**config.mk**
```make
export PLATFORM = sky130hd
export DESIGN_NAME = dmz_sweep_ctrl
export DESIGN_NICKNAME = d
export VERILOG_FILES = /design/src/rtl/dmz_pkg.sv /design/src/rtl/dmz_lockout.sv /design/src/rtl/dmz_cmp.sv /design/src/rtl/dmz_seq.sv /design/src/rtl/dmz_sweep_ctrl.sv
export SDC_FILE = /design/constraint.sdc
export NUM_CORES = 1
export LEC_CHECK = 0
export BUFFER_PORTS_ARGS = -buffer_cell sky130_fd_sc_hd__buf_2
export CORE_MARGIN = 4
export CORE_UTILIZATION = 55
export CTS_CLUSTER_DIAMETER = 30
export CTS_CLUSTER_SIZE = 8
export DETAILED_ROUTE_END_ITERATION = 10
export GPL_TIMING_DRIVEN = 1
export MAX_ROUTING_LAYER = met4
export PLACE_DENSITY = 0.84
export SLEW_MARGIN = 30
export SYNTH_ARGS = -nofsm -noshare
export SYNTH_HDL_FRONTEND = slang
export SYNTH_SLANG_ARGS = --single-unit
```
**constraint.sdc**
```tcl
create_clock -name clk -period 6.2 [get_ports clk]
set_input_delay 1.55 -clock clk [delete_from_list [all_inputs] [get_ports clk]]
set_output_delay 1.55 -clock clk [all_outputs]
set_load 0.1 [all_outputs]
```
**src/rtl/dmz_pkg.sv**
```systemverilog
package dmz_pkg;

  typedef enum logic [2:0] {
    SQ_IDLE,
    SQ_ZERO,
    SQ_TWR,
    SQ_TRD,
    SQ_TCMP,
    SQ_TEND
  } sq_state_e;

  // Word with every odd (odd_pos=1) or even (odd_pos=0) bit position set
  function automatic logic [31:0] alt_bits(input logic odd_pos);
    logic [31:0] v;
    for (int i = 0; i < 32; i++) begin
      v[i] = odd_pos ? i[0] : ~i[0];
    end
    return v;
  endfunction

endpackage

```
**src/rtl/dmz_lockout.sv**
```systemverilog
module dmz_lockout #(
  parameter int LOCK_CYC = 256
) (
  input  logic clk,
  input  logic rst,
  input  logic load,
  output logic clear
);
  localparam int LW = $clog2(LOCK_CYC + 1);

  logic [LW-1:0] cnt_q;

  always_ff @(posedge clk) begin
    if (rst) begin
      cnt_q <= '0;
    end else if (load) begin
      cnt_q <= LW'(LOCK_CYC);
    end else if (cnt_q != '0) begin
      cnt_q <= cnt_q - 1'b1;
    end
  end

  assign clear = (cnt_q == '0);
endmodule

```
**src/rtl/dmz_cmp.sv**
```systemverilog
module dmz_cmp #(
  parameter int DATA_W = 14
) (
  input  logic              clk,
  input  logic              rst,
  input  logic              clr,
  input  logic              chk_en,
  input  logic [DATA_W-1:0] rdata,
  input  logic [DATA_W-1:0] expect_w,
  output logic              err
);
  always_ff @(posedge clk) begin
    if (rst || clr) begin
      err <= 1'b0;
    end else if (chk_en && (rdata != expect_w)) begin
      err <= 1'b1;
    end
  end
endmodule

```
**src/rtl/dmz_seq.sv**
```systemverilog
module dmz_seq
  import dmz_pkg::*;
#(
  parameter int ADDR_W = 15,
  parameter int DATA_W = 14
) (
  input  logic              clk,
  input  logic              rst,
  input  logic              zero_want,
  input  logic              cancel,
  input  logic              lock_clear,
  input  logic              test_want,
  input  logic              test_pat,
  input  logic              acc_busy,
  input  logic              err,
  output logic              start_zero,
  output logic              start_test,
  output logic              zero_done,
  output logic              test_done,
  output logic              zero_active,
  output logic              test_active,
  output logic [ADDR_W-1:0] sw_addr,
  output logic [DATA_W-1:0] sw_wdata,
  output logic              sw_we,
  output logic              chk_en,
  output logic [DATA_W-1:0] chk_exp,
  output logic              pass
);
  localparam logic [31:0]       ODD32  = alt_bits(1'b1);
  localparam logic [31:0]       EVEN32 = alt_bits(1'b0);
  localparam logic [DATA_W-1:0] PAT_ODDB  = ODD32[DATA_W-1:0];
  localparam logic [DATA_W-1:0] PAT_EVENB = EVEN32[DATA_W-1:0];

  sq_state_e         st_q;
  logic [ADDR_W-1:0] cnt_q;
  logic              sub_q;
  logic              pat_q;
  logic              last;
  logic [DATA_W-1:0] exp_now;

  assign last      = (cnt_q == '1);
  assign exp_now   = (pat_q ^ cnt_q[0]) ? PAT_ODDB : PAT_EVENB;

  assign start_zero = (st_q == SQ_IDLE) && zero_want && !cancel && lock_clear && !acc_busy;
  assign start_test = (st_q == SQ_IDLE) && test_want && !start_zero && !acc_busy;
  assign zero_done  = (st_q == SQ_ZERO) && sub_q && last && !cancel;
  assign test_done  = (st_q == SQ_TEND);

  assign zero_active = (st_q == SQ_ZERO);
  assign test_active = (st_q == SQ_TWR) || (st_q == SQ_TRD) ||
                       (st_q == SQ_TCMP) || (st_q == SQ_TEND);

  assign sw_addr  = cnt_q;
  assign sw_we    = ((st_q == SQ_ZERO) || (st_q == SQ_TWR)) && !sub_q;
  assign sw_wdata = (st_q == SQ_TWR) ? exp_now : '0;

  always_ff @(posedge clk) begin
    if (rst) begin
      st_q    <= SQ_IDLE;
      cnt_q   <= '0;
      sub_q   <= 1'b0;
      pat_q   <= 1'b0;
      chk_en  <= 1'b0;
      chk_exp <= '0;
      pass    <= 1'b0;
    end else begin
      chk_en  <= (st_q == SQ_TRD) && sub_q;
      chk_exp <= exp_now;
      unique case (st_q)
        SQ_IDLE: begin
          cnt_q <= '0;
          sub_q <= 1'b0;
          if (start_zero) begin
            st_q <= SQ_ZERO;
          end else if (start_test) begin
            st_q  <= SQ_TWR;
            pat_q <= test_pat;
            pass  <= 1'b0;
          end
        end
        SQ_ZERO, SQ_TWR, SQ_TRD: begin
          if ((st_q == SQ_ZERO) && cancel) begin
            st_q <= SQ_IDLE;
          end else begin
            sub_q <= ~sub_q;
            if (sub_q) begin
              cnt_q <= cnt_q + 1'b1;
              if (last) begin
                st_q <= (st_q == SQ_ZERO) ? SQ_IDLE :
                        (st_q == SQ_TWR)  ? SQ_TRD  : SQ_TCMP;
              end
            end
          end
        end
        SQ_TCMP: st_q <= SQ_TEND;
        SQ_TEND: begin
          st_q <= SQ_IDLE;
          pass <= !err;
        end
        default: st_q <= SQ_IDLE;
      endcase
    end
  end
endmodule

```
**src/rtl/dmz_sweep_ctrl.sv**
```systemverilog
module dmz_sweep_ctrl #(
  parameter int ADDR_W   = 15,
  parameter int DATA_W   = 14,
  parameter int LOCK_CYC = 256
) (
  input  logic              clk,
  input  logic              rst,
  input  logic              int_mode,
  input  logic              prog_change,
  input  logic              zero_req,
  input  logic              zero_cancel,
  input  logic              test_go,
  input  logic              test_pat,
  input  logic              user_rd,
  input  logic              user_wr,
  input  logic [ADDR_W-1:0] user_addr,
  input  logic [DATA_W-1:0] user_wdata,
  output logic [DATA_W-1:0] user_rdata,
  output logic [ADDR_W-1:0] mem_addr,
  output logic [DATA_W-1:0] mem_wdata,
  output logic              mem_we,
  input  logic [DATA_W-1:0] mem_rdata,
  output logic              busy,
  output logic              ready,
  output logic              pass,
  output logic              test_pending
);
  logic              zero_pend;
  logic              lock_clear;
  logic              start_zero, start_test, zero_done, test_done;
  logic              zero_active, test_active;
  logic [ADDR_W-1:0] sw_addr;
  logic [DATA_W-1:0] sw_wdata;
  logic              sw_we;
  logic              chk_en;
  logic [DATA_W-1:0] chk_exp;
  logic              err;
  logic [1:0]        acc_q;
  logic              acc_rd_q;
  logic              accept;

  assign busy   = zero_active || test_active;
  assign accept = (user_rd || user_wr) && !busy && !start_zero && !start_test &&
                  (acc_q == 2'd0);

  dmz_lockout #(.LOCK_CYC(LOCK_CYC)) u_lock (
    .clk   (clk),
    .rst   (rst),
    .load  (zero_done),
    .clear (lock_clear)
  );

  dmz_cmp #(.DATA_W(DATA_W)) u_cmp (
    .clk      (clk),
    .rst      (rst),
    .clr      (start_test),
    .chk_en   (chk_en),
    .rdata    (mem_rdata),
    .expect_w (chk_exp),
    .err      (err)
  );

  dmz_seq #(.ADDR_W(ADDR_W), .DATA_W(DATA_W)) u_seq (
    .clk         (clk),
    .rst         (rst),
    .zero_want   (zero_req || zero_pend),
    .cancel      (zero_cancel),
    .lock_clear  (lock_clear),
    .test_want   (test_pending),
    .test_pat    (test_pat),
    .acc_busy    (acc_q != 2'd0),
    .err         (err),
    .start_zero  (start_zero),
    .start_test  (start_test),
    .zero_done   (zero_done),
    .test_done   (test_done),
    .zero_active (zero_active),
    .test_active (test_active),
    .sw_addr     (sw_addr),
    .sw_wdata    (sw_wdata),
    .sw_we       (sw_we),
    .chk_en      (chk_en),
    .chk_exp     (chk_exp),
    .pass        (pass)
  );

  always_ff @(posedge clk) begin
    if (rst) begin
      zero_pend    <= 1'b1;
      test_pending <= 1'b0;
      ready        <= 1'b0;
    end else begin
      zero_pend    <= (zero_pend && !start_zero) || (prog_change && int_mode);
      test_pending <= test_go || (test_pending && !test_done);
      if (start_zero || start_test || accept) begin
        ready <= 1'b0;
      end else if (zero_done || test_done || (acc_q == 2'd2)) begin
        ready <= 1'b1;
      end
    end
  end

  always_ff @(posedge clk) begin
    if (rst) begin
      acc_q      <= 2'd0;
      acc_rd_q   <= 1'b0;
      mem_addr   <= '0;
      mem_wdata  <= '0;
      mem_we     <= 1'b0;
      user_rdata <= '0;
    end else if (accept) begin
      acc_q     <= 2'd1;
      acc_rd_q  <= !user_wr;
      mem_addr  <= user_addr;
      mem_wdata <= user_wdata;
      mem_we    <= user_wr;
    end else if (acc_q == 2'd1) begin
      acc_q  <= 2'd2;
      mem_we <= 1'b0;
    end else if (acc_q == 2'd2) begin
      acc_q <= 2'd0;
      if (acc_rd_q) begin
        user_rdata <= mem_rdata;
      end
    end else begin
      mem_addr  <= sw_addr;
      mem_wdata <= sw_wdata;
      mem_we    <= sw_we;
    end
  end
endmodule

```
After elaboration in Yosys (flattened, before gate mapping)
Index checks and enable logic that the tools add are counted.
{ "totals": {"ramBits": 0, "reg_bits": 96, "inputBits": 53, "wordCells": 143, "out_inout_bits": 48, "mem_count": 0, "mem_bits_ro": 0, "latchBits": 0} }
{ "classes": {"add_sub_neg": 2, "div_mod_pow": 0, "bitwise": 5, "eq_ne": 19, "n_lt_le_gt_ge": 0, "shifts": 0, "reduce_logical": 65, "n_mul": 0, "mux": 32} }
{ "op_table": {"columns": ["op", "count"], "rows": [
  ["$mux 15", 5],
  ["$mux 14", 5],
  ["$pmux 15 s2", 1],
  ["$logic_and 1x1->1", 21],
  ["$mux 3", 7],
  ["$mux 9", 2],
  ["$add 15x1->15 const B", 1],
  ["$eq 15x15->1 const B", 1],
  ["$logic_or 1x1->1", 14],
  ["$ne 14x14->1", 1],
  ["$reduce_and 3->1", 4],
  ["$ne 2x2->1 const B", 5],
  ["$reduce_bool 2->1", 5],
  ["$logic_not 1->1", 9],
  ["$logic_not 9->1", 1],
  ["$pmux 3 s3", 1],
  ["$reduce_bool 9->1", 1],
  ["$sub 9x1->9 const B", 1],
  ["$mux 1", 7],
  ["$eq 3x2->1 const B", 2],
  ["$eq 3x3->1 const B", 2],
  ["$ne 3x1->1 const B", 2],
  ["$reduce_or 2->1", 3],
  ["$mux 2", 2],
  ["other kinds (15)", 20]
]} }

Longest topological paths before layout
Gate-level depths: netlist of run 1.
{ "logic_depth": {"word_depth": 13, "depth_mapped": 10, "depth_no_buf": 7} }

Cells and area by module
From an unflattened synthesis of run 1, not the netlist that was laid out.
{ "hier_totals": {"cells_unflattened": 515, "hier_area_um2": 4600.7} }
{ "modules_own_cells": {"columns": ["mod", "seq_area_each_um2", "n_inst", "area_each_um2", "cells_each"], "rows": [
  ["dmz_sweep_ctrl", 1001.0, 1, 2421.1, 270],
  ["dmz_seq", 480.5, 1, 1555.2, 174],
  ["dmz_lockout", 180.2, 1, 420.4, 49],
  ["dmz_cmp", 20.0, 1, 203.9, 22]
]} }

Least setup slack after synthesis of run 1
No wires, ideal clock.
{ "synth_timing": {"path_type": "register to output", "startpoint": "reg u_seq.st_q[2]", "endpoint": "out busy", "path_slack_ns": 2.330, "arrival_time_ns": 2.320, "required_ns": 4.650, "n_path_buf": 3, "path_stages_with_launch": 5, "cell_sequence": "dfxtp_1 -> clkbuf_1 -> clkbuf_1 -> clkbuf_1 -> a21oi_1"} }
{ "synth_between": {"elab_chain_cells": 5, "elab_cells_between_ends": 9, "classes_between": "eq/ne (5); reduce/logical (4)"} }
{ "synth_rtl": {"columns": ["item", "line_no", "source"], "rows": [
  ["start, declared", "dmz_seq.sv:34", "sq_state_e st_q;"],
  ["start signal, assigned", "dmz_seq.sv:89", "st_q <= (st_q == SQ_ZERO) ? SQ_IDLE :"],
  ["$eq 3x2->1", "dmz_seq.sv:50", "assign test_active = (st_q == SQ_TWR) || (st_q == SQ_TRD) ||"],
  ["$logic_or 1x1->1 (2 in series)", "dmz_seq.sv:50", null],
  ["$logic_or 1x1->1", "dmz_seq.sv:51", "(st_q == SQ_TCMP) || (st_q == SQ_TEND);"],
  ["$logic_or 1x1->1 (*)", "dmz_sweep_ctrl.sv:42", "assign busy = zero_active || test_active;"],
  ["end, declared", "dmz_sweep_ctrl.sv:23", "output logic busy,"]
]} }
Mark *: on every way between the ends. The rest lies on a longest branch, timed or not.

Final worst setup path of run 1
Same ends and word-level chain as after synthesis.

==> results.cfg, run 1 <==
[cts]
clock-sinks = 84
cts_buffers = 9
cts.repair.resized = 0
path_clk_slew_ps = 90
cts_htree_levels = 3
cts_tree = done
cts_buffer_depth = 2
clk_latency_ps = 360
cts_hold_repair.buffers = 0
cts_root_buffer = clkbuf_8
postCtsSetupBuffers = 0

[critical_path]
slowest_delay_ps = 830
critPathLaunchType = flip-flop
ff2ff_path_depth = 7
timing.rr.start = u_lock.cnt_q[1]$_SDFFE_PP0P_
cpMaxStageDelayCell = dfxtp_1
r2r_slack_ps = 3040
crit_path_cell_trace = nor3_1 > a21oi_1 > buf_2
crit_fanout = 26
path_class = flip-flop to primary output
worstSetupEndpointType = primary output
critPathRequiredTime_ps = 4650
r2r_end = user_rdata[6]$_SDFFE_PP0P_
critPathLaunch = u_seq.st_q[2]$_SDFFE_PP0P_
cp.arrival_ps = 2070

[finish]
final_util_pct = 66.5
fillerInstances = 618
syn2layout_area_growth_pct = 17.8
diodes = 0
layout.nets = 604
drive_gt1_share_pct = 25.8

[yosys]
postSynthCellCount = 464
yosys_warnings = 0
synth_cell_types = 45
async_reset_ff_share_pct = 0
synth_seq_cells = 84
ys_top_cells_by_area = dfxtp_1 (41%), a2111oi_2 (5.5%), nand2b_1 (5.4%), mux2i_1 (4.2%), a221oi_1 (3.7%)
ys_seq_area_share_pct = 41.3
synth.net_count = 523
synth_ff_type = dfxtp_1
synth_commonest_cells = dfxtp_1 (84), inv_1 (39), nand2b_1 (35)
yosysMostFrequentCell = dfxtp_1
netlist_area_um2 = 4070
synth-edff-count = 0
yosys.area.top_type_share_pct = 41.3
yosysTopAreaCell = dfxtp_1
avgSynthCellArea_um2 = 8.78

[min_path]
hold_path_startpoint = u_cmp.err$_SDFFE_PP0P_
hp-class = flip-flop to flip-flop
holdPathStages = 2
whs_endpoint = u_cmp.err$_SDFFE_PP0P_

[power_and_ir_drop]
peakVddDrop_v = 0.000259
powerDensity_nw_per_um2 = 566
power_leakage_nw = 1.88

[detailed_routing]
drc_errors = 0
dr.pass1.iters = 4
vias_per_cell = 5.55
postRouteAntennaNets = 0
drt_wl_total_mm = 9.18
drtIter0Drc = 207
num_vias = 3600
wire_per_inst_um = 14.1

[global_route]
grt_pass1_wl_mm = 15.0
grt_start_max_net_pins = 51
antenna_found_initial = 0
grt-ovfl-total = 0
grt_usage_pct = 21.6
grt_pass1_vias = 3446

[timing]
clock_skew_ps = 9.65
slew-limit-headroom_pct = 41.1
fin_crit_sh_pct = 58.4
worstMarginPinSlew_ps = 872
hold_viol = 0
timing.final.max_slew_violations = 0
min_period_ps = 3620
rsz0062_at_grt = false
tns_ps = 0
max_freq_ghz = 0.276
timing.final.ws_setup_ps = 2580
finalSetupViolations = 0

[run_status]
status = completed

[die]
start_util_pct = 56.5
fp.dieW_um = 94.1
core_um2 = 7210
pin_count = 101
die_y_um = 94.1
rows = 31
die-area_um2 = 8850

[run]
drv_cap = 0

[placed_design]
io_buffers = 100
post-place-ws_ps = 2400
gp_congestion = 0.866
post-dp-hpwl_mm = 6.62
-- critical path: cells and delay by family (launching register included) --
kind / cells / cell delay, ps
flip-flops: 1 / 830
buffers and inverters: 1 / 460
AND/OR/NAND/NOR: 1 / 230
AO/OA/AOI/OAI: 1 / 190
-- flip-flops by register name (all words and copies together), names as in the netlist --
signal,flops
u_lock.cnt_q,9
u_cmp.err,1
mem_wdata,14
u_seq.chk_en,1
ready,1
u_seq.st_q,3
u_seq.sw_addr,15
mem_addr,15
u_seq.pat_q,1
u_seq.chk_exp,2
u_seq.sub_q,1
u_seq.pass,1
acc_rd_q,1
test_pending,1
user_rdata,14
acc_q,2
mem_we,1
zero_pend,1
-- worst max-delay path by stage --
stage | to | slack (ps) | cells past startpoint
floorplan | busy | 2330 | 4
global placement | user_rdata[5]$_SDFFE_PP0P_ | 2470 | 5
detailed placement | user_rdata[5]$_SDFFE_PP0P_ | 2400 | 5
CTS | busy | 2620 | 3
global route | busy | 2470 | 3
finish | busy | 2580 | 3
-- layout by cell type, fill, tap and decap left out, types with 3 or more instances in the layout --
cell         n
a2111oi_2   15
a21oi_1     25
a221oi_1    17
and3_1       3
and4_1       3
buf_2      100
clkbuf_8    10
dfxtp_1     84
ha_1         5
inv_1       39
mux2i_1     17
nand2_1     30
nand2b_1    35
nand3_1      6
nand4_1      5
nor2_1      33
nor3_1      28
nor3b_1     16
nor4_1       6
nor4b_1      4
o21ai_0     12
or3_1        5
or4_1        5
xnor2_1     11
-- report_power, final --
part           switching, mW  leakage (nW)  internal (mW)
registers             0.0974         0.686          0.665
clock network          0.203         0.116          0.238
logic                   1.11          1.08          0.403
-- metrics by stage --
step	hold WS [ps]	cell area, µm²	cells	power [mW]
finish	468	4800	649	2.72
global route	489	4800	649	2.88
CTS	471	4800	649	2.73
detailed placement	447	4570	633	2.29
global placement	437	4570	633	2.25
floorplan	424	4070	464	2.06
-- cell families after synthesis --
group | Yosys count | synth area share (%)
AO/OA/AOI/OAI | 85 | 17.1
AND/OR/NAND/NOR | 188 | 25.7
buffers and inverters | 71 | 7.03
adder cells (fa/ha/maj) | 6 | 1.84
XOR/XNOR | 13 | 2.80
flip-flops | 84 | 41.3
multiplexers | 17 | 4.18
-- layer usage --
layer	vias up	share of wire [%]	global-route usage, %
li1	1811	-	-
met1	1674	43	25.9
met2	100	50	36.1
met3	15	5.5	4.25
met4	0	1.5	7.70
met5	-	0	-
-- layout make-up --
cell class	count	area, µm²	area share, %
Clock inverter	6	87.6	1.82
Inverter	39	146	3.05
Tap cell	99	124	2.58
Multi-Input combinational cell	309	2110	43.9
Clock buffer	10	138	2.87
Timing Repair Buffer	102	515	10.7
Sequential cell	84	1680	35.0
Power figures use the tool's default switching activity.
==> run 2: changes to the inputs <==
--- a/config.mk
+++ b/config.mk
@@ -7,13 +7,13 @@
 export LEC_CHECK = 0
 export BUFFER_PORTS_ARGS = -buffer_cell sky130_fd_sc_hd__buf_2
 export CORE_MARGIN = 4
-export CORE_UTILIZATION = 55
+export CORE_UTILIZATION = 48
 export CTS_CLUSTER_DIAMETER = 30
 export CTS_CLUSTER_SIZE = 8
 export DETAILED_ROUTE_END_ITERATION = 10
 export GPL_TIMING_DRIVEN = 1
 export MAX_ROUTING_LAYER = met4
-export PLACE_DENSITY = 0.84
+export PLACE_DENSITY = 0.78
 export SLEW_MARGIN = 30
 export SYNTH_ARGS = -nofsm -noshare
 export SYNTH_HDL_FRONTEND = slang
==> constraint.sdc (replaced) <==
create_clock -name clk -period 2.95 [get_ports clk]
set_input_delay 0.7375 -clock clk [delete_from_list [all_inputs] [get_ports clk]]
set_output_delay 0.7375 -clock clk [all_outputs]
set_load 0.1 [all_outputs]
==> run 2 against run 1 <==
  * Global-route usage shrank 1.4 points
  * Clock skew rose by 3.5 ps
  * Sequential power rose by 100%
  * Clock-buffer cell count increased by 1
  * Critical path type is now flip-flop to flip-flop
  * Critical endpoint is now user_rdata[11]$_SDFFE_PP0P_
==> results.cfg, run 2 (synthesis gave the netlist of run 1 again) <==
[cts]
cts_root_buffer = clkbuf_8
clk_latency_ps = 360
cts_buffers = 9
cts_tree = done
clock-sinks = 84
cts.repair.resized = 0
path_clk_slew_ps = 80
cts_hold_repair.buffers = 0
cts_htree_levels = 3
postCtsSetupBuffers = 0
cts_buffer_depth = 2

[placed_design]
placed_cells = 648
io_buffers = 100
gp_congestion = 0.853
post-dp-hpwl_mm = 7.05

[detailed_routing]
postRouteAntennaNets = 0
drt_wl_total_mm = 9.61
drtIter0Drc = 212
wire_per_inst_um = 14.5
drc_errors = 0
num_vias = 3641
dr.pass1.iters = 5
vias_per_cell = 5.48

[global_route]
grt_pass1_vias = 3481
antenna_found_initial = 0
grt-ovfl-total = 0
grt_pass1_wl_mm = 16.0
grt_usage_pct = 20.2
grt_start_max_net_pins = 34

[die]
rows = 33
pin_count = 101
fp.dieW_um = 100
core_um2 = 8220
die_y_um = 100
start_util_pct = 49.6
die-area_um2 = 10000

[min_path]
hp-class = flip-flop to flip-flop

[timing]
max_freq_ghz = 0.387
rsz0062_at_grt = false
clock_skew_ps = 13.2
min_period_ps = 2580
worstMarginPinSlew_ps = 735
fin_crit_sh_pct = 87.6
timing.final.max_slew_violations = 0
hold_viol = 0
slew-limit-headroom_pct = 50.3
tns_ps = 0
finalSetupViolations = 0

[power_and_ir_drop]
peakVddDrop_v = 0.000840
switchingPower_mw = 2.98
powerDensity_nw_per_um2 = 1170
combPwrFrac_pct = 58.9
power_leakage_nw = 1.90
pwr-share-seq_pct = 27.5
p_int_mw = 2.68
switching_share_pct = 52.7
clkPwrFrac_pct = 13.7

[finish]
layout_commonest_cell = buf_2
final_cell_mix = buf_2 (100), dfxtp_1 (84), inv_1 (39), nand2b_1 (35), nor2_1 (33)
layout.nets = 613
syn2layout_area_growth_pct = 19.2
diodes = 0
stdcell_count = 664
drive_gt1_share_pct = 27.2

[critical_path]
critPathLaunchType = flip-flop
critPathBufInv = 2
slowest_delay_ps = 500
cpMaxStageDelayCell = or3b_2
worstSetupEndpointType = flip-flop
crit_path_cell_trace = inv_1 > ha_1 > or3b_2 > or3_1 > o211a_4 > nor3_4 > buf_4 > mux2i_1
cp.arrival_ps = 2860
critPathTopFamily = simple AND/OR/NAND/NOR gates
critPathRequiredTime_ps = 3230
path_class = flip-flop to flip-flop
crit_fanout = 31

[run_status]
status = completed

[run]
drv_cap = 0
==> run 2: cell count changes in the layout (fill, tap and decap cells not counted) <==
| cell | change |
|---|---|
| clkinvlp_4 | +3 |
| a21oi_2 | +1 |
| clkinv_4 | -1 |
| bufinv_16 | -2 |
| a21oi_1 | -1 |
| clkbuf_8 | +1 |
| buf_4 | +8 |
| clkinv_2 | -1 |
| buf_12 | +1 |
==> run 2: routing by layer <==
layer / wire (µm) / up-vias / GRT usage, %
li1: - / 1820 / -
met1: 4170 / 1723 / 24.5
met2: 4870 / 88 / 34.1
met3: 503 / 10 / 4.10
met4: 73 / 0 / 5.70
met5: 0 / - / -
==> run 2: power by group through the flow <==
stage | clock, mW | sequential (mW) | combinational, mW
global placement | 0 | 1.57 | 3.28
CTS | 0.788 | 1.55 | 3.35
global route | 0.839 | 1.59 | 3.58
finish | 0.773 | 1.56 | 3.33
floorplan | 0 | 2.64 | 1.70
detailed placement | 0 | 1.58 | 3.34
==> run 2: cell type report <==
| type | count | area [µm²] |
|---|---|---|
| Fill cell | 723 | 3360 |
| Multi-Input combinational cell | 309 | 2110 |
| Sequential cell | 84 | 1680 |
| Timing Repair Buffer | 111 | 596 |
| Clock buffer | 11 | 151 |
| Inverter | 39 | 146 |
| Tap cell | 105 | 131 |
| Clock inverter | 5 | 36.3 |
==> run 2: worst paths after layout <==
check	slack [ps]	to	startpoint	cells past startpoint
max	370	user_rdata[11]$_SDFFE_PP0P_	u_lock.cnt_q[0]$_SDFFE_PP0P_	8
min	470	mem_addr[1]$_SDFFE_PP0P_	mem_addr[1]$_SDFFE_PP0P_	2
max reg2reg	370	user_rdata[11]$_SDFFE_PP0P_	u_lock.cnt_q[0]$_SDFFE_PP0P_	8
min reg2reg	470	mem_addr[1]$_SDFFE_PP0P_	mem_addr[1]$_SDFFE_PP0P_	2
==> run 2: through the flow <==
stage	total power [mW]	utilization, %	setup WS (ps)	hold slack, ps	cell area [µm²]
global placement	4.85	56.8	435	436	4670
floorplan	4.34	-	497	424	4080
global route	6.00	59.1	206	494	4850
finish	5.66	59.1	367	471	4850
CTS	5.69	59.1	360	472	4850
detailed placement	4.92	56.8	354	442	4670
==> run 2: worst reg2reg max path, delay by kind of cell (launching register included) <==
| family | cells | cell delay (ps) |
|---|---|---|
| and+or+nand+nor | 3 | 1040 |
| AOI/OAI and AO/OA | 1 | 380 |
| DFF | 1 | 340 |
| buffers and inverters | 2 | 340 |
| muxes | 1 | 230 |
| adders and majority gates | 1 | 170 |
